### src/rtl/wt_pkg.sv
package wt_pkg;

    localparam int NUM_CH    = 6;
    localparam int FREQ_W    = 12;
    localparam int SAMP_W    = 5;
    localparam int VOL_W     = 5;
    localparam int TBL_DEPTH = 32;
    localparam int TBL_AW    = $clog2(TBL_DEPTH);
    localparam int LFO_SHIFT = 4;

    // register indices on the write bus
    localparam logic [3:0] IDX_SEL   = 4'd0;
    localparam logic [3:0] IDX_MVOL  = 4'd1;
    localparam logic [3:0] IDX_FLO   = 4'd2;
    localparam logic [3:0] IDX_FHI   = 4'd3;
    localparam logic [3:0] IDX_CTL   = 4'd4;
    localparam logic [3:0] IDX_BAL   = 4'd5;
    localparam logic [3:0] IDX_DAT   = 4'd6;
    localparam logic [3:0] IDX_NOISE = 4'd7;
    localparam logic [3:0] IDX_LRATE = 4'd8;
    localparam logic [3:0] IDX_LCTL  = 4'd9;

    typedef enum logic [1:0] {
        WM_AUTO   = 2'd0,
        WM_RESET  = 2'd1,
        WM_PLAY   = 2'd2,
        WM_DIRECT = 2'd3
    } wmode_e;

    typedef struct packed {
        logic flo;
        logic fhi;
        logic ctl;
        logic bal;
        logic dat;
        logic noise;
    } cstb_t;

    typedef struct packed {
        logic sel;
        logic mvol;
        logic lrate;
        logic lctl;
    } gstb_t;

endpackage

### src/rtl/wt_regdec.sv
module wt_regdec
    import wt_pkg::*;
(
    input  logic       wr_en_i,
    input  logic [3:0] wr_addr_i,
    output gstb_t      gstb_o,
    output cstb_t      cstb_o
);

    always_comb begin
        gstb_o = '0;
        cstb_o = '0;
        if (wr_en_i) begin
            unique case (wr_addr_i)
                IDX_SEL:   gstb_o.sel   = 1'b1;
                IDX_MVOL:  gstb_o.mvol  = 1'b1;
                IDX_LRATE: gstb_o.lrate = 1'b1;
                IDX_LCTL:  gstb_o.lctl  = 1'b1;
                IDX_FLO:   cstb_o.flo   = 1'b1;
                IDX_FHI:   cstb_o.fhi   = 1'b1;
                IDX_CTL:   cstb_o.ctl   = 1'b1;
                IDX_BAL:   cstb_o.bal   = 1'b1;
                IDX_DAT:   cstb_o.dat   = 1'b1;
                IDX_NOISE: cstb_o.noise = 1'b1;
                default: ;
            endcase
        end
    end

endmodule

### src/rtl/wt_lfo.sv
module wt_lfo
    import wt_pkg::*;
#(
    parameter int FW  = FREQ_W,
    parameter int SW  = SAMP_W,
    parameter int SHW = LFO_SHIFT
) (
    input  logic [FW-1:0] base_freq_i,
    input  logic [SW-1:0] mod_sample_i,
    input  logic [1:0]    lfo_mode_i,
    input  logic          both_play_i,
    output logic [FW-1:0] eff_freq_o
);

    logic [FW-1:0] ext;
    logic [FW-1:0] add;

    always_comb begin
        ext = FW'(mod_sample_i);
        unique case (lfo_mode_i)
            2'd1:    add = ext;
            2'd2:    add = ext << SHW;
            2'd3:    add = ext << (2 * SHW);
            default: add = '0;
        endcase
        eff_freq_o = both_play_i ? (base_freq_i + add) : base_freq_i;
    end

endmodule

### src/rtl/wt_chan.sv
module wt_chan
    import wt_pkg::*;
#(
    parameter int FW        = FREQ_W,
    parameter int SW        = SAMP_W,
    parameter int VW        = VOL_W,
    parameter int DEPTH     = TBL_DEPTH,
    parameter int AW        = TBL_AW,
    parameter bit HAS_NOISE = 1'b0
) (
    input  logic          clk,
    input  logic          rst_n,
    input  logic          sel_i,
    input  cstb_t         stb_i,
    input  logic [7:0]    wdata_i,
    input  logic          step_i,
    input  logic          hold_i,
    output logic [FW-1:0] freq_o,
    output logic [VW-1:0] vol_o,
    output logic [7:0]    bal_o,
    output wmode_e        mode_o,
    output logic [AW-1:0] addr_o,
    output logic [SW-1:0] sample_o,
    output logic [SW-1:0] direct_o,
    output logic [7:0]    noise_o
);

    typedef struct packed {
        logic [FW-1:0]                freq;
        logic [VW-1:0]                vol;
        logic [7:0]                   bal;
        wmode_e                       mode;
        logic [AW-1:0]                addr;
        logic [SW-1:0]                direct;
        logic [7:0]                   noise;
        logic [DEPTH-1:0][SW-1:0]     tbl;
    } chan_st_t;

    chan_st_t q, d;
    cstb_t    wr;
    logic     clr;
    logic     adv;

    always_comb begin
        d  = q;
        wr = sel_i ? stb_i : '0;

        if (wr.flo) d.freq[7:0]    = wdata_i;
        if (wr.fhi) d.freq[FW-1:8] = wdata_i[FW-9:0];
        if (wr.ctl) begin
            d.mode = wmode_e'(wdata_i[7:6]);
            d.vol  = wdata_i[VW-1:0];
        end
        if (wr.bal) d.bal = wdata_i;
        if (wr.noise && HAS_NOISE) d.noise = wdata_i;

        if (wr.dat) begin
            if (q.mode == WM_DIRECT) d.direct = wdata_i[SW-1:0];
            else                     d.tbl[q.addr] = wdata_i[SW-1:0];
        end

        // counter priority: clear beats advance
        clr = (wr.ctl && (wmode_e'(wdata_i[7:6]) == WM_RESET))
            || (q.mode == WM_RESET)
            || hold_i;
        adv = (wr.dat && (q.mode == WM_AUTO))
            || (step_i && (q.mode == WM_PLAY));

        if (clr)      d.addr = '0;
        else if (adv) d.addr = q.addr + 1'b1;
    end

    always_ff @(posedge clk) begin
        if (!rst_n) q <= '0;
        else        q <= d;
    end

    assign freq_o   = q.freq;
    assign vol_o    = q.vol;
    assign bal_o    = q.bal;
    assign mode_o   = q.mode;
    assign addr_o   = q.addr;
    assign sample_o = q.tbl[q.addr];
    assign direct_o = q.direct;
    assign noise_o  = q.noise;


    reset_hold_chk: assert property (@(posedge clk) disable iff (!rst_n)
        (q.mode == WM_RESET) |=> (q.addr == '0));


    auto_step_chk: assert property (@(posedge clk) disable iff (!rst_n)
        (sel_i && stb_i.dat && (q.mode == WM_AUTO) && !hold_i)
        |=> (q.addr == $past(q.addr) + 1'b1));


    direct_keep_chk: assert property (@(posedge clk) disable iff (!rst_n)
        (sel_i && stb_i.dat && (q.mode == WM_DIRECT) && !hold_i)
        |=> ($stable(q.addr) && $stable(q.tbl)));


    hold_zero_chk: assert property (@(posedge clk) disable iff (!rst_n)
        hold_i |=> (q.addr == '0));

endmodule

### src/rtl/wt_regif.sv
module wt_regif
    import wt_pkg::*;
#(
    parameter int NCH   = NUM_CH,
    parameter int FW    = FREQ_W,
    parameter int SW    = SAMP_W,
    parameter int VW    = VOL_W,
    parameter int DEPTH = TBL_DEPTH,
    parameter int AW    = $clog2(DEPTH),
    parameter int SELW  = $clog2(NCH)
) (
    input  logic              clk,
    input  logic              rst_n,
    input  logic              wr_en,
    input  logic [3:0]        wr_addr,
    input  logic [7:0]        wr_data,
    input  logic [NCH-1:0]    step,
    output logic [7:0]        master_vol,
    output logic [7:0]        lfo_rate,
    output logic [1:0]        lfo_mode,
    output logic              lfo_hold,
    output logic [NCH*FW-1:0] ch_freq,
    output logic [NCH*VW-1:0] ch_vol,
    output logic [NCH*8-1:0]  ch_bal,
    output logic [NCH*2-1:0]  ch_mode,
    output logic [NCH*AW-1:0] ch_addr,
    output logic [NCH*SW-1:0] ch_sample,
    output logic [NCH*SW-1:0] ch_direct,
    output logic [15:0]       noise_ctl,
    output logic [FW-1:0]     ch1_freq_eff
);

    typedef struct packed {
        logic [SELW-1:0] sel;
        logic [7:0]      mvol;
        logic [7:0]      lrate;
        logic [1:0]      lctl;
        logic            ltrig;
    } glob_st_t;

    glob_st_t g_q, g_d;
    gstb_t    gstb;
    cstb_t    cstb;

    wmode_e        mode_w   [NCH];
    logic [SW-1:0] sample_w [NCH];
    logic [7:0]    noise_w  [NCH];

    wt_regdec i_dec (
        .wr_en_i   (wr_en),
        .wr_addr_i (wr_addr),
        .gstb_o    (gstb),
        .cstb_o    (cstb)
    );

    always_comb begin
        g_d = g_q;
        if (gstb.sel)   g_d.sel   = wr_data[SELW-1:0];
        if (gstb.mvol)  g_d.mvol  = wr_data;
        if (gstb.lrate) g_d.lrate = wr_data;
        if (gstb.lctl) begin
            g_d.lctl  = wr_data[1:0];
            g_d.ltrig = wr_data[7];
        end
    end

    always_ff @(posedge clk) begin
        if (!rst_n) g_q <= '0;
        else        g_q <= g_d;
    end

    for (genvar i = 0; i < NCH; i++) begin : g_ch
        localparam bit NOISY = (i >= NCH - 2);

        logic [FW-1:0] f;
        logic [VW-1:0] v;
        logic [7:0]    b;
        logic [AW-1:0] a;
        logic [SW-1:0] dr;

        wt_chan #(
            .FW        (FW),
            .SW        (SW),
            .VW        (VW),
            .DEPTH     (DEPTH),
            .AW        (AW),
            .HAS_NOISE (NOISY)
        ) i_chan (
            .clk      (clk),
            .rst_n    (rst_n),
            .sel_i    (g_q.sel == SELW'(i)),
            .stb_i    (cstb),
            .wdata_i  (wr_data),
            .step_i   (step[i]),
            .hold_i   ((i == 1) ? g_q.ltrig : 1'b0),
            .freq_o   (f),
            .vol_o    (v),
            .bal_o    (b),
            .mode_o   (mode_w[i]),
            .addr_o   (a),
            .sample_o (sample_w[i]),
            .direct_o (dr),
            .noise_o  (noise_w[i])
        );

        assign ch_freq  [i*FW +: FW] = f;
        assign ch_vol   [i*VW +: VW] = v;
        assign ch_bal   [i*8  +: 8]  = b;
        assign ch_mode  [i*2  +: 2]  = mode_w[i];
        assign ch_addr  [i*AW +: AW] = a;
        assign ch_sample[i*SW +: SW] = sample_w[i];
        assign ch_direct[i*SW +: SW] = dr;
    end

    assign noise_ctl = {noise_w[NCH-1], noise_w[NCH-2]};

    wt_lfo #(
        .FW (FW),
        .SW (SW)
    ) i_lfo (
        .base_freq_i  (ch_freq[FW-1:0]),
        .mod_sample_i (sample_w[1]),
        .lfo_mode_i   (g_q.lctl),
        .both_play_i  ((mode_w[0] == WM_PLAY) && (mode_w[1] == WM_PLAY)),
        .eff_freq_o   (ch1_freq_eff)
    );

    assign master_vol = g_q.mvol;
    assign lfo_rate   = g_q.lrate;
    assign lfo_mode   = g_q.lctl;
    assign lfo_hold   = g_q.ltrig;


    lfo_off_chk: assert property (@(posedge clk) disable iff (!rst_n)
        (lfo_mode == 2'd0) |-> (ch1_freq_eff == ch_freq[FW-1:0]));

endmodule

### config.mk
export PLATFORM = sky130hd
export DESIGN_NAME = wt_regif
export DESIGN_NICKNAME = d
export VERILOG_FILES = /design/src/rtl/wt_pkg.sv /design/src/rtl/wt_regdec.sv /design/src/rtl/wt_lfo.sv /design/src/rtl/wt_chan.sv /design/src/rtl/wt_regif.sv
export SDC_FILE = /design/constraint.sdc
export NUM_CORES = 2
export LEC_CHECK = 0
export ABC_AREA = 1
export BUFFER_PORTS_ARGS = -buffer_cell sky130_fd_sc_hd__buf_4
export CAP_MARGIN = 0
export CORE_MARGIN = 2
export CORE_UTILIZATION = 68
export CTS_BUF_LIST = sky130_fd_sc_hd__clkbuf_4 sky130_fd_sc_hd__clkbuf_8
export DETAILED_ROUTE_END_ITERATION = 10
export GPL_TIMING_DRIVEN = 0
export PLACE_DENSITY = 0.84
export SETUP_SLACK_MARGIN = 0.4
export SLEW_MARGIN = 0
export SYNTH_ARGS = -nofsm -noshare
export SYNTH_HDL_FRONTEND = slang
export SYNTH_SLANG_ARGS = --single-unit
### constraint.sdc
create_clock -name clk -period 5.9 [get_ports clk]
set_input_delay 0.885 -clock clk [delete_from_list [all_inputs] [get_ports clk]]
set_output_delay 0.885 -clock clk [all_outputs]
set_load 0.05 [all_outputs]
==> results.md <==
- RSZ-0062 raised after global routing: no
- Via Count: 54360
- Core area: around 0.077 mm^2
- LEAKAGE: 0.02476 uW
- Number of non-filler instances in the completed layout: approximately 8500
- Required time worst endpoint: approximately 5 ns
- Drt first pass iters: 7
- VDD IR-drop max: ~0.25 mV
- Drt initial violations: 7452
- Status: complete, but fails checks
- Reg2Reg Depth: 10
- Port Buffers: about 320
- Height of the die: between 200 and 300 um
- Share of cells above drive strength 1: 16.53%
- Pin count of the biggest net entering global routing: 17
- Maximum fanout along the worst path: 10
- Sw frac: between 20% and 30%
- CTS HTree Levels: 4
- Via density: approximately 6.4
- Rel. slew slack: -5.336%
- Post-route clock skew: 0.04326 ns
- #FFs+latches synth: approximately 1200
- Setup violations, final: 0
- Initial antenna violation count: 4
- Average size of a mapped cell: roughly 7.8 um^2
- Fmax: approximately 180 MHz
- Area Growth Syn to Fin: 14.97%
- Logic pwr share: 4.0%
- Drt drc: 0
- Remaining Overflow, GRT: 0
- Critical Path End Type: primary output
- Final #Nets: 7368
- Setup CP Type: flop to primary output
- Clock root buffer: clkbuf_8
- Clock Path Buffers: 3
- Post-synthesis async set-or-reset flop share: 0%
- WL/cell: approximately 22 um
- Total GRT Usage: between 40% and 50%
- Power per Cell Area: between 200 and 300 mW/mm^2
- Final WS setup: approximately 0.48 ns
- Worst-Margin Slew: about 1.6 ns
- Sequential power share: ~50%
- Placed Cells: about 8200
- Synth Instances: ~6800
- Max-cap viol count: 3
- Violated checks: capacitance limit, slew limit
- Cell area after synthesis: 0.05273 mm^2
- Routed Antenna Nets: 0
- Pre-CTS setup slack: between 0.15 and 0.2 ns
- Drt total wl: between 150000 and 200000 um
- Unique cell type count in the Yosys netlist: between 40 and 50
- CTS Buf Count: ~190
- Vias in the first global route: 49480
- Ys flop type: dfxtp_1
- Post-Syn Nets: between 6000 and 7000
- # IOs: 320
- Power Internal: 12500 uW
- Starting Density: between 60% and 70%
- Worst path arrival time: around 4.5 ns
- WHS Path Cells: 3
- # fillers: between 5000 and 6000
- Sequential area share after synthesis: around 46%
- Die X: between 200 and 300 um
- Die ar.: 0.07980 mm^2
- Yosys warning count: 0
- Clock transition at the registers of the reported paths: 0.07 ns
- First-pass GRT wire length: roughly 280000 um
- Fin crit period: ~5.4 ns
- Crit path launch type: flop
- Setup TNS Final: 0 ns
- Final Slew Violations: 24
- CTS Hold Bufs: 0
- Tightest Hold Check Type: primary input to flop
- Placer congestion estimate: 1.034
- Later-pin clock latency in the skew report: 0.87 ns
- Sw Pwr: roughly 4000 uW
- # rows: 102
- # clock sinks: about 1200
- Clk pwr share: around 46%
- Final worst path period share: 91.88%
- Final hold vios: 0
- Post-synth EDFFs: 0
- CTS tree: built
- Final Power: 16500 uW
- Detailed placement HPWL: 130600 um
## power by group through the flow
stage / Clock, uW / Combinational [uW] / Sequential, uW
3_5_place_dp: 0 / 623 / 8440
6_report: 7580 / 663 / 8260
2_1_floorplan: 0 / 349 / 8430
3_3_place_gp: 0 / 616 / 8440
4_1_cts: 7510 / 625 / 8260
5_1_grt: 7910 / 675 / 8250
## state kept, by name, indices dropped and copies added, names as in the netlist
name                  flops
g_ch.i_chan.q           960
g_ch.i_chan.freq_o       72
g_ch.i_chan.bal_o        48
g_ch.i_chan.addr_o       30
g_ch.i_chan.direct_o     30
g_ch.i_chan.vol_o        30
g_ch.i_chan.noise_o      16
g_ch.i_chan.mode_o       12
lfo_rate                  8
master_vol                8
g_q                       3
lfo_mode                  2
lfo_hold                  1
## layout by cell type (no fill, tap or decap), types with 35 or more instances in the layout
cell / Yosys / routed
nand4_1: 53 / 53
o22ai_1: 227 / 225
nand2_1: 476 / 476
clkbuf_4: 0 / 59
nand3_1: 103 / 102
nor2_1: 594 / 594
dfxtp_1: 1220 / 1218
inv_1: 189 / 189
ha_1: 35 / 35
clkbuf_1: 422 / 396
nor3_1: 43 / 41
nor2_4: 147 / 147
a21oi_1: 1167 / 1167
clkbuf_8: 0 / 243
o21ai_1: 239 / 240
inv_2: 70 / 70
o21ai_0: 1391 / 1389
buf_4: 260 / 582
## final cells by class
class                   instances  area (um^2)  area share (%)
plain buffers                 701         3717           6.131
diodes                          5        12.51         0.02064
repair buffers                318         2387           3.938
multi-input cells            4605        23680           39.05
clock inverters                42        311.5          0.5139
inverters                     277         1044           1.721
well taps                    1040         1301           2.146
flip-flops and latches       1220        24430           40.29
clock buffers                 297         3750           6.185
## per-stage QoR
| step | hold WS, ns | utilization, % | area [um^2] |
|---|---|---|---|
| floorplan | 0.4292 | - | 52730 |
| global placement | 0.4389 | 73.19 | 56420 |
| detailed placement | 0.4448 | 73.19 | 56420 |
| CTS | 0.3477 | 78.55 | 60550 |
| global route | 0.4062 | 78.64 | 60620 |
| finish | 0.3890 | 78.65 | 60630 |
## metal layers
metal  vias up  track usage [%]  share of wire (%)
met5         -                0                  0
met4         0            30.57                7.0
met3       825            11.79                 13
met2      3931            66.80                 42
met1     25060            58.79                 38
li1      24540                -                  -
## Yosys cell counts (6+ instances only)
cell type / instances / share of area, %
nand3_1: 103 / 0.98
a31oi_1: 30 / 0.36
o21ai_1: 239 / 2.3
nand2_1: 476 / 3.4
inv_1: 189 / 1.3
nor2_4: 147 / 3.1
ha_1: 35 / 0.83
nand2_4: 16 / 0.34
clkbuf_1: 422 / 3.0
o221ai_1: 6 / 0.10
buf_2: 14 / 0.13
inv_2: 70 / 0.50
clkinv_1: 17 / 0.12
o21ai_0: 1391 / 13
or2_2: 21 / 0.25
buf_4: 260 / 3.7
nor2_1: 594 / 4.2
nor3_1: 43 / 0.41
a21oi_1: 1167 / 11
dfxtp_1: 1220 / 46
a221oi_1: 6 / 0.10
o22ai_1: 227 / 2.7
nand4_1: 53 / 0.63
## worst max-delay path: stages (launching register included)
cell and delay [ns]:
dfxtp_4 0.40, buf_6 0.18, buf_6 0.19, buf_4 0.24
o21ai_0 0.14, o22ai_2 0.23, nand2_1 0.11, nand4_1 0.25
and2_1 0.21, ha_1 0.17, inv_1 0.06, fa_1 0.47
o21ai_2 0.20, a21oi_1 0.12, o21ai_0 0.21, xor2_1 0.09
o21ai_0 0.16, buf_4 0.23
## final timing paths
kind / startpoint / endpoint / slack, ns
worst min register to register: g_ch[4].i_chan.q[149] / g_ch[4].i_chan.q[149] / 0.45
worst max-delay path: g_ch[1].i_chan.addr_o[0] / ch1_freq_eff[8] / 0.48
worst max register to register: g_ch[0].i_chan.addr_o[0] / g_ch[0].i_chan.q[104] / 2.67
worst min-delay path: wr_data[1] / g_ch[4].i_chan.q[146] / 0.39
## logic make-up (layout without fill, tap and decap cells)
kind of cell | Yosys count | in the layout | share of synthesized area [%]
AO/OA/AOI/OAI | 3090 | 3090 | 30.15
AND/OR/NAND/NOR | 1474 | 1474 | 13.74
flip-flops | 1220 | 1220 | 46.31
buffers and inverters | 978 | 1635 | 8.848
adder cells (fa/ha/maj) | 36 | 36 | 0.8684
XOR/XNOR | 5 | 5 | 0.08304
other | 0 | 5 | 0
## repair_timing
| item | in CTS | in global routing |
|---|---|---|
| buffers inserted | 1 | 0 |
| gates cloned | 0 | 0 |
| setup endpoints to repair | 11 | 8 |
| resized for setup | 34 | 43 |
| hold endpoints to repair | 0 | 0 |
| pin swaps | 1 | 1 |
No activity file was read; power rests on OpenSTA's default activity.
